==> src/rtl/scan_tap_pkg.sv <==
// Shared types and instruction codes of the scan test port.
// Assumes a 4-bit instruction register; wider registers zero-extend the codes.
package scan_tap_pkg;

    typedef enum logic [3:0] {
        ST_RESET, ST_IDLE,
        ST_SEL_DR, ST_CAP_DR, ST_SH_DR, ST_EX1_DR, ST_PAU_DR, ST_EX2_DR, ST_UPD_DR,
        ST_SEL_IR, ST_CAP_IR, ST_SH_IR, ST_EX1_IR, ST_PAU_IR, ST_EX2_IR, ST_UPD_IR
    } tap_st_e;

    typedef enum logic [1:0] {
        DSEL_BYPASS = 2'd0,
        DSEL_ID     = 2'd1,
        DSEL_BSR    = 2'd2
    } dr_sel_e;

    typedef struct packed {
        logic in_reset;
        logic ir_branch;
        logic ir_cap;
        logic ir_sh;
        logic ir_upd;
        logic dr_cap;
        logic dr_sh;
        logic dr_upd;
    } tap_ctl_t;

    localparam logic [3:0] OPC_EXTEST  = 4'b0000;
    localparam logic [3:0] OPC_SAMPLE  = 4'b0001;
    localparam logic [3:0] OPC_PRELOAD = 4'b0010;
    localparam logic [3:0] OPC_IDCODE  = 4'b0011;
    localparam logic [3:0] OPC_INTEST  = 4'b0100;

endpackage

==> src/rtl/scan_tap_fsm.sv <==
// Sixteen-state port controller. Steered only by tms on the rising edge of tck.
// Assumes trst_n is asynchronous and active low; outputs are decoded from the state.
module scan_tap_fsm
    import scan_tap_pkg::*;
(
    input  logic     tck,
    input  logic     trst_n,
    input  logic     tms,
    output tap_ctl_t ctl
);

    tap_st_e state_q, state_d;

    // Next-state selection from the current state and tms.
    always_comb begin
        state_d = state_q;
        case (state_q)
            ST_RESET:  state_d = tms ? ST_RESET  : ST_IDLE;
            ST_IDLE:   state_d = tms ? ST_SEL_DR : ST_IDLE;
            ST_SEL_DR: state_d = tms ? ST_SEL_IR : ST_CAP_DR;
            ST_CAP_DR: state_d = tms ? ST_EX1_DR : ST_SH_DR;
            ST_SH_DR:  state_d = tms ? ST_EX1_DR : ST_SH_DR;
            ST_EX1_DR: state_d = tms ? ST_UPD_DR : ST_PAU_DR;
            ST_PAU_DR: state_d = tms ? ST_EX2_DR : ST_PAU_DR;
            ST_EX2_DR: state_d = tms ? ST_UPD_DR : ST_SH_DR;
            ST_UPD_DR: state_d = tms ? ST_SEL_DR : ST_IDLE;
            ST_SEL_IR: state_d = tms ? ST_RESET  : ST_CAP_IR;
            ST_CAP_IR: state_d = tms ? ST_EX1_IR : ST_SH_IR;
            ST_SH_IR:  state_d = tms ? ST_EX1_IR : ST_SH_IR;
            ST_EX1_IR: state_d = tms ? ST_UPD_IR : ST_PAU_IR;
            ST_PAU_IR: state_d = tms ? ST_EX2_IR : ST_PAU_IR;
            ST_EX2_IR: state_d = tms ? ST_UPD_IR : ST_SH_IR;
            ST_UPD_IR: state_d = tms ? ST_SEL_DR : ST_IDLE;
            default:   state_d = ST_RESET;
        endcase
    end

    // State register with asynchronous port reset.
    always_ff @(posedge tck or negedge trst_n) begin
        if (!trst_n) state_q <= ST_RESET;
        else         state_q <= state_d;
    end

    // Strobe decode from the present state.
    always_comb begin
        ctl           = '0;
        ctl.in_reset  = (state_q == ST_RESET);
        ctl.ir_branch = (state_q inside {ST_SEL_IR, ST_CAP_IR, ST_SH_IR, ST_EX1_IR,
                                         ST_PAU_IR, ST_EX2_IR, ST_UPD_IR});
        ctl.ir_cap    = (state_q == ST_CAP_IR);
        ctl.ir_sh     = (state_q == ST_SH_IR);
        ctl.ir_upd    = (state_q == ST_UPD_IR);
        ctl.dr_cap    = (state_q == ST_CAP_DR);
        ctl.dr_sh     = (state_q == ST_SH_DR);
        ctl.dr_upd    = (state_q == ST_UPD_DR);
    end

endmodule

==> src/rtl/scan_tap_ir.sv <==
// Instruction shift stage, active instruction and decode.
// Assumes IR_W >= 4; codes outside the supported set decode to bypass.
module scan_tap_ir
    import scan_tap_pkg::*;
#(
    parameter int IR_W   = 4,
    parameter bit HAS_ID = 1'b1
) (
    input  logic            tck,
    input  logic            trst_n,
    input  logic            tdi,
    input  tap_ctl_t        ctl,
    output logic            ir_so,
    output logic [IR_W-1:0] ir_active,
    output dr_sel_e         dr_sel,
    output logic            ext_drive,
    output logic            int_drive
);

    localparam logic [IR_W-1:0] C_EXTEST  = IR_W'(OPC_EXTEST);
    localparam logic [IR_W-1:0] C_SAMPLE  = IR_W'(OPC_SAMPLE);
    localparam logic [IR_W-1:0] C_PRELOAD = IR_W'(OPC_PRELOAD);
    localparam logic [IR_W-1:0] C_IDCODE  = IR_W'(OPC_IDCODE);
    localparam logic [IR_W-1:0] C_INTEST  = IR_W'(OPC_INTEST);
    localparam logic [IR_W-1:0] C_BYPASS  = {IR_W{1'b1}};
    localparam logic [IR_W-1:0] C_DEFAULT = HAS_ID ? C_IDCODE : C_BYPASS;
    localparam logic [IR_W-1:0] C_CAPTURE = IR_W'(2'b01);

    logic [IR_W-1:0] sr_q;

    // Shift stage: fixed capture pattern, then LSB-first shifting.
    always_ff @(posedge tck or negedge trst_n) begin
        if (!trst_n)         sr_q <= '0;
        else if (ctl.ir_cap) sr_q <= C_CAPTURE;
        else if (ctl.ir_sh)  sr_q <= {tdi, sr_q[IR_W-1:1]};
    end

    // Active instruction: default on reset, commit on Update-IR.
    always_ff @(posedge tck or negedge trst_n) begin
        if (!trst_n)           ir_active <= C_DEFAULT;
        else if (ctl.in_reset) ir_active <= C_DEFAULT;
        else if (ctl.ir_upd)   ir_active <= sr_q;
    end

    assign ir_so = sr_q[0];

    // Decode of the active instruction into register select and drive modes.
    always_comb begin
        dr_sel    = DSEL_BYPASS;
        ext_drive = 1'b0;
        int_drive = 1'b0;
        case (ir_active)
            C_EXTEST: begin
                dr_sel    = DSEL_BSR;
                ext_drive = 1'b1;
            end
            C_SAMPLE, C_PRELOAD: dr_sel = DSEL_BSR;
            C_INTEST: begin
                dr_sel    = DSEL_BSR;
                int_drive = 1'b1;
            end
            C_IDCODE: dr_sel = HAS_ID ? DSEL_ID : DSEL_BYPASS;
            default:  dr_sel = DSEL_BYPASS;
        endcase
    end

endmodule

==> src/rtl/scan_tap_dr.sv <==
// Internal data registers (bypass stage and optional identification register)
// and the data-side serial return mux. The boundary register lies outside.
module scan_tap_dr
    import scan_tap_pkg::*;
#(
    parameter int             ID_W   = 32,
    parameter logic [ID_W-1:0] ID_VAL = 32'h4A3C_5E1D,
    parameter bit             HAS_ID = 1'b1
) (
    input  logic     tck,
    input  logic     trst_n,
    input  logic     tdi,
    input  tap_ctl_t ctl,
    input  dr_sel_e  dr_sel,
    input  logic     bsr_so,
    output logic     dr_so
);

    logic byp_q;
    logic id_so;

    // One-stage bypass: clears on capture, follows tdi while shifting.
    always_ff @(posedge tck or negedge trst_n) begin
        if (!trst_n)                                    byp_q <= 1'b0;
        else if (ctl.dr_cap && dr_sel == DSEL_BYPASS)   byp_q <= 1'b0;
        else if (ctl.dr_sh && dr_sel == DSEL_BYPASS)    byp_q <= tdi;
    end

    generate
        if (HAS_ID) begin : g_id
            logic [ID_W-1:0] id_q;
            // Identification register: load the fixed value, shift LSB first.
            always_ff @(posedge tck or negedge trst_n) begin
                if (!trst_n)                              id_q <= '0;
                else if (ctl.dr_cap && dr_sel == DSEL_ID) id_q <= ID_VAL;
                else if (ctl.dr_sh && dr_sel == DSEL_ID)  id_q <= {tdi, id_q[ID_W-1:1]};
            end
            assign id_so = id_q[0];
        end else begin : g_no_id
            assign id_so = 1'b0;
        end
    endgenerate

    // Serial return from whichever data register is selected.
    always_comb begin
        case (dr_sel)
            DSEL_ID:  dr_so = id_so;
            DSEL_BSR: dr_so = bsr_so;
            default:  dr_so = byp_q;
        endcase
    end

endmodule

==> src/rtl/scan_tap_ctrl.sv <==
// Top of the scan test port. Joins the controller, the instruction path and the
// data registers, and retimes the serial output on the falling edge of tck.
// Assumes tms and tdi are stable around the rising edge of tck.
module scan_tap_ctrl
    import scan_tap_pkg::*;
#(
    parameter int              IR_W   = 4,
    parameter int              ID_W   = 32,
    parameter logic [ID_W-1:0] ID_VAL = 32'h4A3C_5E1D,
    parameter bit              HAS_ID = 1'b1
) (
    input  logic tck,
    input  logic trst_n,
    input  logic tms,
    input  logic tdi,
    input  logic bsr_so,
    output logic tdo,
    output logic tdo_en,
    output logic tap_reset,
    output logic ir_path_sel,
    output logic ir_capture,
    output logic ir_shift,
    output logic ir_update,
    output logic dr_capture,
    output logic dr_shift,
    output logic dr_update,
    output logic bsr_sel,
    output logic ext_drive,
    output logic int_drive
);

    tap_ctl_t        ctl;
    dr_sel_e         dr_sel;
    logic            ir_so;
    logic            dr_so;
    logic [IR_W-1:0] cur_instr;
    logic            shifting;

    scan_tap_fsm u_fsm (
        .tck    (tck),
        .trst_n (trst_n),
        .tms    (tms),
        .ctl    (ctl)
    );

    scan_tap_ir #(.IR_W(IR_W), .HAS_ID(HAS_ID)) u_ir (
        .tck       (tck),
        .trst_n    (trst_n),
        .tdi       (tdi),
        .ctl       (ctl),
        .ir_so     (ir_so),
        .ir_active (cur_instr),
        .dr_sel    (dr_sel),
        .ext_drive (ext_drive),
        .int_drive (int_drive)
    );

    scan_tap_dr #(.ID_W(ID_W), .ID_VAL(ID_VAL), .HAS_ID(HAS_ID)) u_dr (
        .tck    (tck),
        .trst_n (trst_n),
        .tdi    (tdi),
        .ctl    (ctl),
        .dr_sel (dr_sel),
        .bsr_so (bsr_so),
        .dr_so  (dr_so)
    );

    assign shifting = ctl.ir_sh | ctl.dr_sh;

    // Falling-edge retiming of serial data and driver enable.
    always_ff @(negedge tck or negedge trst_n) begin
        if (!trst_n) begin
            tdo    <= 1'b0;
            tdo_en <= 1'b0;
        end else begin
            tdo    <= shifting ? (ctl.ir_sh ? ir_so : dr_so) : 1'b0;
            tdo_en <= shifting;
        end
    end

    assign tap_reset   = ctl.in_reset;
    assign ir_path_sel = ctl.ir_branch;
    assign ir_capture  = ctl.ir_cap;
    assign ir_shift    = ctl.ir_sh;
    assign ir_update   = ctl.ir_upd;
    assign dr_capture  = ctl.dr_cap;
    assign dr_shift    = ctl.dr_sh;
    assign dr_update   = ctl.dr_upd;
    assign bsr_sel     = (dr_sel == DSEL_BSR);

endmodule

==> config.mk <==
export PLATFORM = sky130hd
export DESIGN_NAME = scan_tap_ctrl
export DESIGN_NICKNAME = d
export VERILOG_FILES = /design/src/rtl/scan_tap_pkg.sv /design/src/rtl/scan_tap_fsm.sv /design/src/rtl/scan_tap_ir.sv /design/src/rtl/scan_tap_dr.sv /design/src/rtl/scan_tap_ctrl.sv
export SDC_FILE = /design/constraint.sdc
export NUM_CORES = 1
export LEC_CHECK = 0
export ABC_AREA = 1
export BUFFER_PORTS_ARGS = -buffer_cell sky130_fd_sc_hd__buf_4
export CORE_ASPECT_RATIO = 0.6
export CORE_MARGIN = 3
export CORE_UTILIZATION = 25
export DETAILED_ROUTE_END_ITERATION = 7
export HOLD_SLACK_MARGIN = 0.15
export PLACE_DENSITY = 0.38
export REMOVE_ABC_BUFFERS = 1
export SLEW_MARGIN = 30
export SYNTH_ARGS = -nofsm -noshare
export SYNTH_HDL_FRONTEND = slang
export SYNTH_SLANG_ARGS = --single-unit
==> constraint.sdc <==
create_clock -name tck -period 2.1 [get_ports tck]
set_clock_uncertainty 0.15 [all_clocks]
set_input_delay 0.42 -clock tck [delete_from_list [all_inputs] [get_ports tck]]
set_output_delay 0.42 -clock tck [all_outputs]
set_load 0.005 [all_outputs]
==> impl_metrics.tcl, run 1 <==
set metrics [dict create \
    crit_required_ps 1050 \
    vias_per_cell 4.35 \
    synth.yosys.seq_area_share_pct 52.7 \
    syn_area_um2 2230 \
    synthSimpleGateAreaFrac_pct 22.3 \
    clkSinkCount 47 \
    cellPowerDensity_nw_per_um2 1300 \
    synthXorXnorAreaFrac_pct 0 \
    tightest_slew_ps 474 \
    clock_power_share_pct 21.0 \
    initial_utilization_pct 26.0 \
    critPathMaxFanout 3 \
    io_buffer_count 17 \
    p_sw_share_pct 37.6 \
    h-tree-depth 2 \
    antenna_found_initial 0 \
    clock_path_buffers 2 \
    ys_warn_count 0 \
    final_nets 332 \
    rows 26 \
    fin_ws_ps -588 \
    drt-pass1-iter-count 4 \
    synth_area_leaders "dfrtp_1 48%, nand2_1 15%, o21ai_0 5.4%" \
    ys.flop_type "dfrtp_1" \
    crit_chain "inv_2 -> nand4_1 -> o21ai_4 -> buf_6 -> ha_4 -> nand2_4 -> nand3_2 -> o21ai_2 -> a21oi_1" \
    die_x_um 128 \
    yosysMostFrequentCell "nand2_1" \
    synth_edf_count 0 \
    worstPathArrival_ps 1640 \
    synth_compound_gate_area_share_pct 15.3 \
    switching_power_mw 1.51 \
    ir_drop_uv 342 \
    crit_type "flip-flop to flip-flop" \
    slowest_delay_ps 560 \
    ant_nets 0 \
    drc 0 \
    violations "setup timing" \
    avgSynthCellArea_um2 8.43 \
    root_buffer "clkbuf_16" \
    slew_headroom_pct 68.4 \
    synth_adder_area_share_pct 1.68 \
    ios 18 \
    max_cap_violations 0 \
    coreArea_um2 8590 \
    post_drt_wl_per_cell_um 13.4 \
    status "finished, violations left" \
    synth_top_family_by_area "simple AND/OR/NAND/NOR gates" \
    hold_class "input pin to flip-flop" \
    clk_latency_ps 290 \
    ys_ff_latch 47 \
    endpoint_kind "flip-flop" \
    diodes 0 \
    synthTopCellsByCount "91 x nand2_1, 43 x dfrtp_1, 27 x inv_1" \
    finalSetupViolCount 6 \
    multi_input_area_um2 956 \
    fillerInstances 928 \
    grt_setup_unrepaired "true" \
    ys_types 27 \
    async_reset_ff_share_pct 100 \
    overflow 0 \
    total_power_mw 4.01 \
    cts_tree "done" \
    startpoint_type "flip-flop" \
    slew_violations 0 \
    slowest_stage "dfstp_2" \
    netlist_instances 265 \
    hold_violations 0 \
    hold_ws_ps 217 \
    grt_pass1_wl_um 10100 \
    dieArea_um2 10100 \
    numCtsBuffers 5 \
    grt_util_all_layers_pct 12.6 \
    num_vias 1902 \
    area_growth_pct 37.7 \
    clkTransAtPathRegs_ps 60 \
    synth_top_area_cell "dfrtp_1" \
    drtIter0Drc 162 \
    place_congestion 0.821 \
    dieHeight_um 79.2 \
    grt_max_degree 37 \
    wirelength_um 5840 \
    grt_pass1_vias 1936 \
    seqPwrFrac_pct 34.9 \
    p_leak_nw 1.59 \
    internal_power_mw 2.51 \
    hpwl_um 3890 \
    muxShareOfSynthArea_pct 0 \
    drive_gt1_share_pct 31.4 \
    pwr-share-comb_pct 44.1 \
    synth_top_area_share_pct 48.2 \
    regArea_um2 1180 \
]
placed cells by master (no fill, tap or decap), drive strengths merged:
master / count
ha: 3
dfstp: 2
dfrtp: 43
nand4: 4
inv: 27
o211ai: 16
nand3b: 1
nand3: 8
a2bb2oi: 1
clkinv: 1
buf: 62
a21boi: 1
o21ai: 28
o21bai: 1
dfrtn: 2
nor2: 10
o22ai: 2
nor3: 3
dlygate4sd3: 1
a21oi: 6
nand2: 95
clkbuf: 8
cell families (layout without fill, tap and decap cells):
logic type	count (synthesis)	after routing
buffers and inverters	39	99
AOI/OAI and AO/OA	55	55
adders and majority gates	3	3
and+or+nand+nor	121	121
DFF	47	47
worst max-delay path: cells and delay by family, from the launching register on:
kind / cells / cell delay [ps]
AO/OA/AOI/OAI: 3 / 230
adder cells (fa/ha/maj): 1 / 150
buffers and inverters: 2 / 160
flip-flops: 1 / 560
AND/OR/NAND/NOR: 3 / 260
timing repair:
item / CTS / global route
gates resized for setup: 24 / 16
gates cloned: 0 / 0
setup endpoints to repair: 5 / 40
pin swaps: 8 / 5
hold endpoints to repair: 9 / 0
hold buffers: 1 / 0
setup buffers: 12 / 2
power groups by stage:
stage,clock network (mW),logic (mW),registers (mW)
global placement,0,1.64,1.41
detailed placement,0,1.62,1.41
CTS,0.870,1.74,1.40
finish,0.844,1.77,1.40
global route,0.923,2.00,1.44
floorplan,0,0.879,1.38
stage by stage:
| step | instances | instance area (um2) | utilization (%) | TNS [ps] | setup WS [ps] |
|---|---|---|---|---|---|
| finish | 437 | 3080 | 35.8 | -1970 | -588 |
| global route | 437 | 3080 | 35.8 | -3930 | -668 |
| CTS | 436 | 3030 | 35.3 | -2040 | -571 |
| detailed placement | 415 | 2700 | 31.4 | -870 | -721 |
| global placement | 415 | 2700 | 31.4 | -842 | -666 |
| floorplan | 254 | 2160 | - | -4300 | -711 |
registers in the layout (all words and copies together) (netlist names):
signal / count
u_dr.g_id.id_q: 32
u_fsm.state_q: 4
u_ir.ir_active: 4
u_ir.sr_q: 4
tdo: 1
tdo_en: 1
u_dr.byp_q: 1
worst paths after layout:
check	from	endpoint	slack (ps)	cells past startpoint
hold / removal	tdi	u_ir.sr_q[3]$_DFFE_PN0P_	220	3
max in group asynchronous	trst_n	tdo$_DFF_NN0_	310	2
setup reg to reg	u_ir.ir_active[0]$_DFFE_PN1P_	tdo$_DFF_NN0_	-590	9
setup / recovery	u_ir.ir_active[0]$_DFFE_PN1P_	tdo$_DFF_NN0_	-590	9
min in group asynchronous	trst_n	u_ir.ir_active[3]$_DFFE_PN0P_	380	2
hold reg to reg	u_dr.g_id.id_q[18]$_DFFE_PN0P_	u_dr.g_id.id_q[18]$_DFFE_PN0P_	330	2
routing by layer:
| metal | global-route usage [%] | vias up | part of all wire, % |
|---|---|---|---|
| li1 | - | 986 | - |
| met1 | 20.2 | 870 | 57 |
| met2 | 16.3 | 39 | 37 |
| met3 | 3.29 | 7 | 4.3 |
| met4 | 3.18 | 0 | 1.0 |
| met5 | 0 | - | 0 |
final cells by class:
class | instances | share of cell area (%)
Multi-Input combinational cell | 179 | 31.1
Tap cell | 112 | 4.55
Inverter | 28 | 3.50
Clock buffer | 8 | 5.08
Sequential cell | 47 | 38.3
Timing Repair Buffer | 63 | 17.5
(Power assumes the default switching activity.)
==> run 2: changes to the inputs <==
Settings changed: CELL_PAD_IN_SITES_DETAIL_PLACEMENT set to 1, CELL_PAD_IN_SITES_GLOBAL_PLACEMENT set to 1, PLACE_DENSITY 0.38 to 0.48.
==> run 2 against run 1 <==
  * The run still ends with setup timing left
  * Highest routed layer unchanged
  * Hold slack gained 21 ps
  * Die area unchanged
  * Sequential power is essentially flat
==> impl_metrics.tcl, run 2 (synthesis gave the netlist of run 1 again) <==
set metrics [dict create \
    status "finished, violations left" \
    violations "setup timing" \
    finalSetupViolCount 5 \
    grt_pass1_vias 1938 \
    num_vias 1874 \
    utilization_pct 35.0 \
    ir_drop_uv 383 \
    grt_setup_unrepaired "true" \
    drtIter0Drc 89 \
    rows 26 \
    crit_required_ps 1050 \
    die_x_um 128 \
    startpoint_type "flip-flop" \
    crit_type "flip-flop to flip-flop" \
    area_growth_pct 34.5 \
    drive_gt1_share_pct 30.8 \
    drc 0 \
    endpoint_kind "flip-flop" \
    max_cap_violations 0 \
    worstPathArrival_ps 1620 \
    hold_class "input pin to flip-flop" \
    setup_tns_ps -1380 \
    place_congestion 0.863 \
    total_power_mw 4.00 \
    grt_max_degree 49 \
    overflow 0 \
    placed_cells 414 \
    cellPowerDensity_nw_per_um2 1330 \
    wirelength_um 6070 \
    hpwl_um 4240 \
    grt_pass1_wl_um 10200 \
    fin_cells 433 \
    antenna_found_initial 0 \
    slew_headroom_pct 61.7 \
    tightest_slew_ps 574 \
    clkTransAtPathRegs_ps 60 \
    cts_tree "done" \
    root_buffer "clkbuf_16" \
    initial_utilization_pct 26.0 \
    io_buffer_count 17 \
    h-tree-depth 2 \
    hold_violations 0 \
    layout_common_cells "86 x nand2_1, 53 x buf_4, 43 x dfrtp_1, 21 x o21ai_0, 19 x inv_1" \
    clk_latency_ps 290 \
    slew_violations 0 \
    drt-pass1-iter-count 4 \
    dieHeight_um 79.2 \
    mostFrequentLayoutCell "nand2_1" \
    coreArea_um2 8590 \
    critPathMaxFanout 3 \
    top_register "u_dr.g_id.id_q" \
    grt_util_all_layers_pct 12.9 \
    hold_ws_ps 238 \
    diodes 0 \
    final_nets 328 \
    clkSinkCount 47 \
    post_drt_wl_per_cell_um 14.0 \
    fin_ws_ps -572 \
    dieArea_um2 10100 \
    ant_nets 0 \
    numCtsBuffers 5 \
    ios 18 \
    clock_path_buffers 2 \
    vias_per_cell 4.33 \
    largest_reg_flops 32 \
    p_leak_nw 1.57 \
]
run 2: changes by cell type in the layout (fill, tap and decap cells not counted), sizes merged:
cell,previous run,this run
buf,62,58
clkbuf,8,6
clkinvlp,0,1
inv,27,28
run 2: repair_timing:
action,in CTS,in global routing
pin swaps,8,6
buffers inserted,5,5
endpoints found under the setup margin,6,41
hold buffers,1,0
hold endpoints to repair,2,0
resized for setup,22,13
run 2: critical path: stages, from the launching register on:
cell     delay [ps]
dfstp_2         550
inv_2            40
nand4_1         110
o21ai_2          80
buf_4           140
ha_4            150
nand2_2          50
nand3_2          50
o21ai_1          80
a21oi_1          80
run 2: area by class of cell:
| type | instances | area [um2] |
|---|---|---|
| Fill cell | 1062 | 5580 |
| Sequential cell | 47 | 1180 |
| Multi-Input combinational cell | 179 | 950 |
| Timing Repair Buffer | 59 | 473 |
| Tap cell | 112 | 140 |
| Clock buffer | 6 | 139 |
| Inverter | 28 | 110 |
| Clock inverter | 2 | 16.3 |
run 2: path summary, 6_finish.rpt:
path	from	to	slack, ps	cells past startpoint
min reg2reg	u_dr.g_id.id_q[4]$_DFFE_PN0P_	u_dr.g_id.id_q[4]$_DFFE_PN0P_	330	2
max reg2reg	u_ir.ir_active[1]$_DFFE_PN1P_	tdo$_DFF_NN0_	-570	9
max in group asynchronous	trst_n	tdo_en$_DFF_NN0_	400	2
min	tdi	u_ir.sr_q[3]$_DFFE_PN0P_	240	3
max	u_ir.ir_active[1]$_DFFE_PN1P_	tdo$_DFF_NN0_	-570	9
min in group asynchronous	trst_n	u_dr.byp_q$_DFFE_PN0P_	320	2
run 2: power breakdown:
part	internal [mW]	switching [mW]	leakage, nW
Clock	0.476	0.349	0.0731
Combinational	0.754	1.02	0.877
Sequential	1.23	0.175	0.616
Total	2.46	1.54	1.57
run 2: per-layer routing:
| layer | global-route usage [%] | vias to the layer above | share of wire [%] |
|---|---|---|---|
| met5 | 0 | - | 0 |
| met3 | 2.96 | 6 | 2.4 |
| li1 | - | 974 | - |
| met1 | 20.7 | 880 | 58 |
| met2 | 16.7 | 14 | 39 |
| met4 | 3.50 | 0 | 1.0 |
run 2: metrics by stage:
stage | setup WS, ps | instance area [um2]
floorplan | -711 | 2160
global placement | -682 | 2680
detailed placement | -720 | 2680
CTS | -593 | 2940
global route | -690 | 3010
finish | -572 | 3010
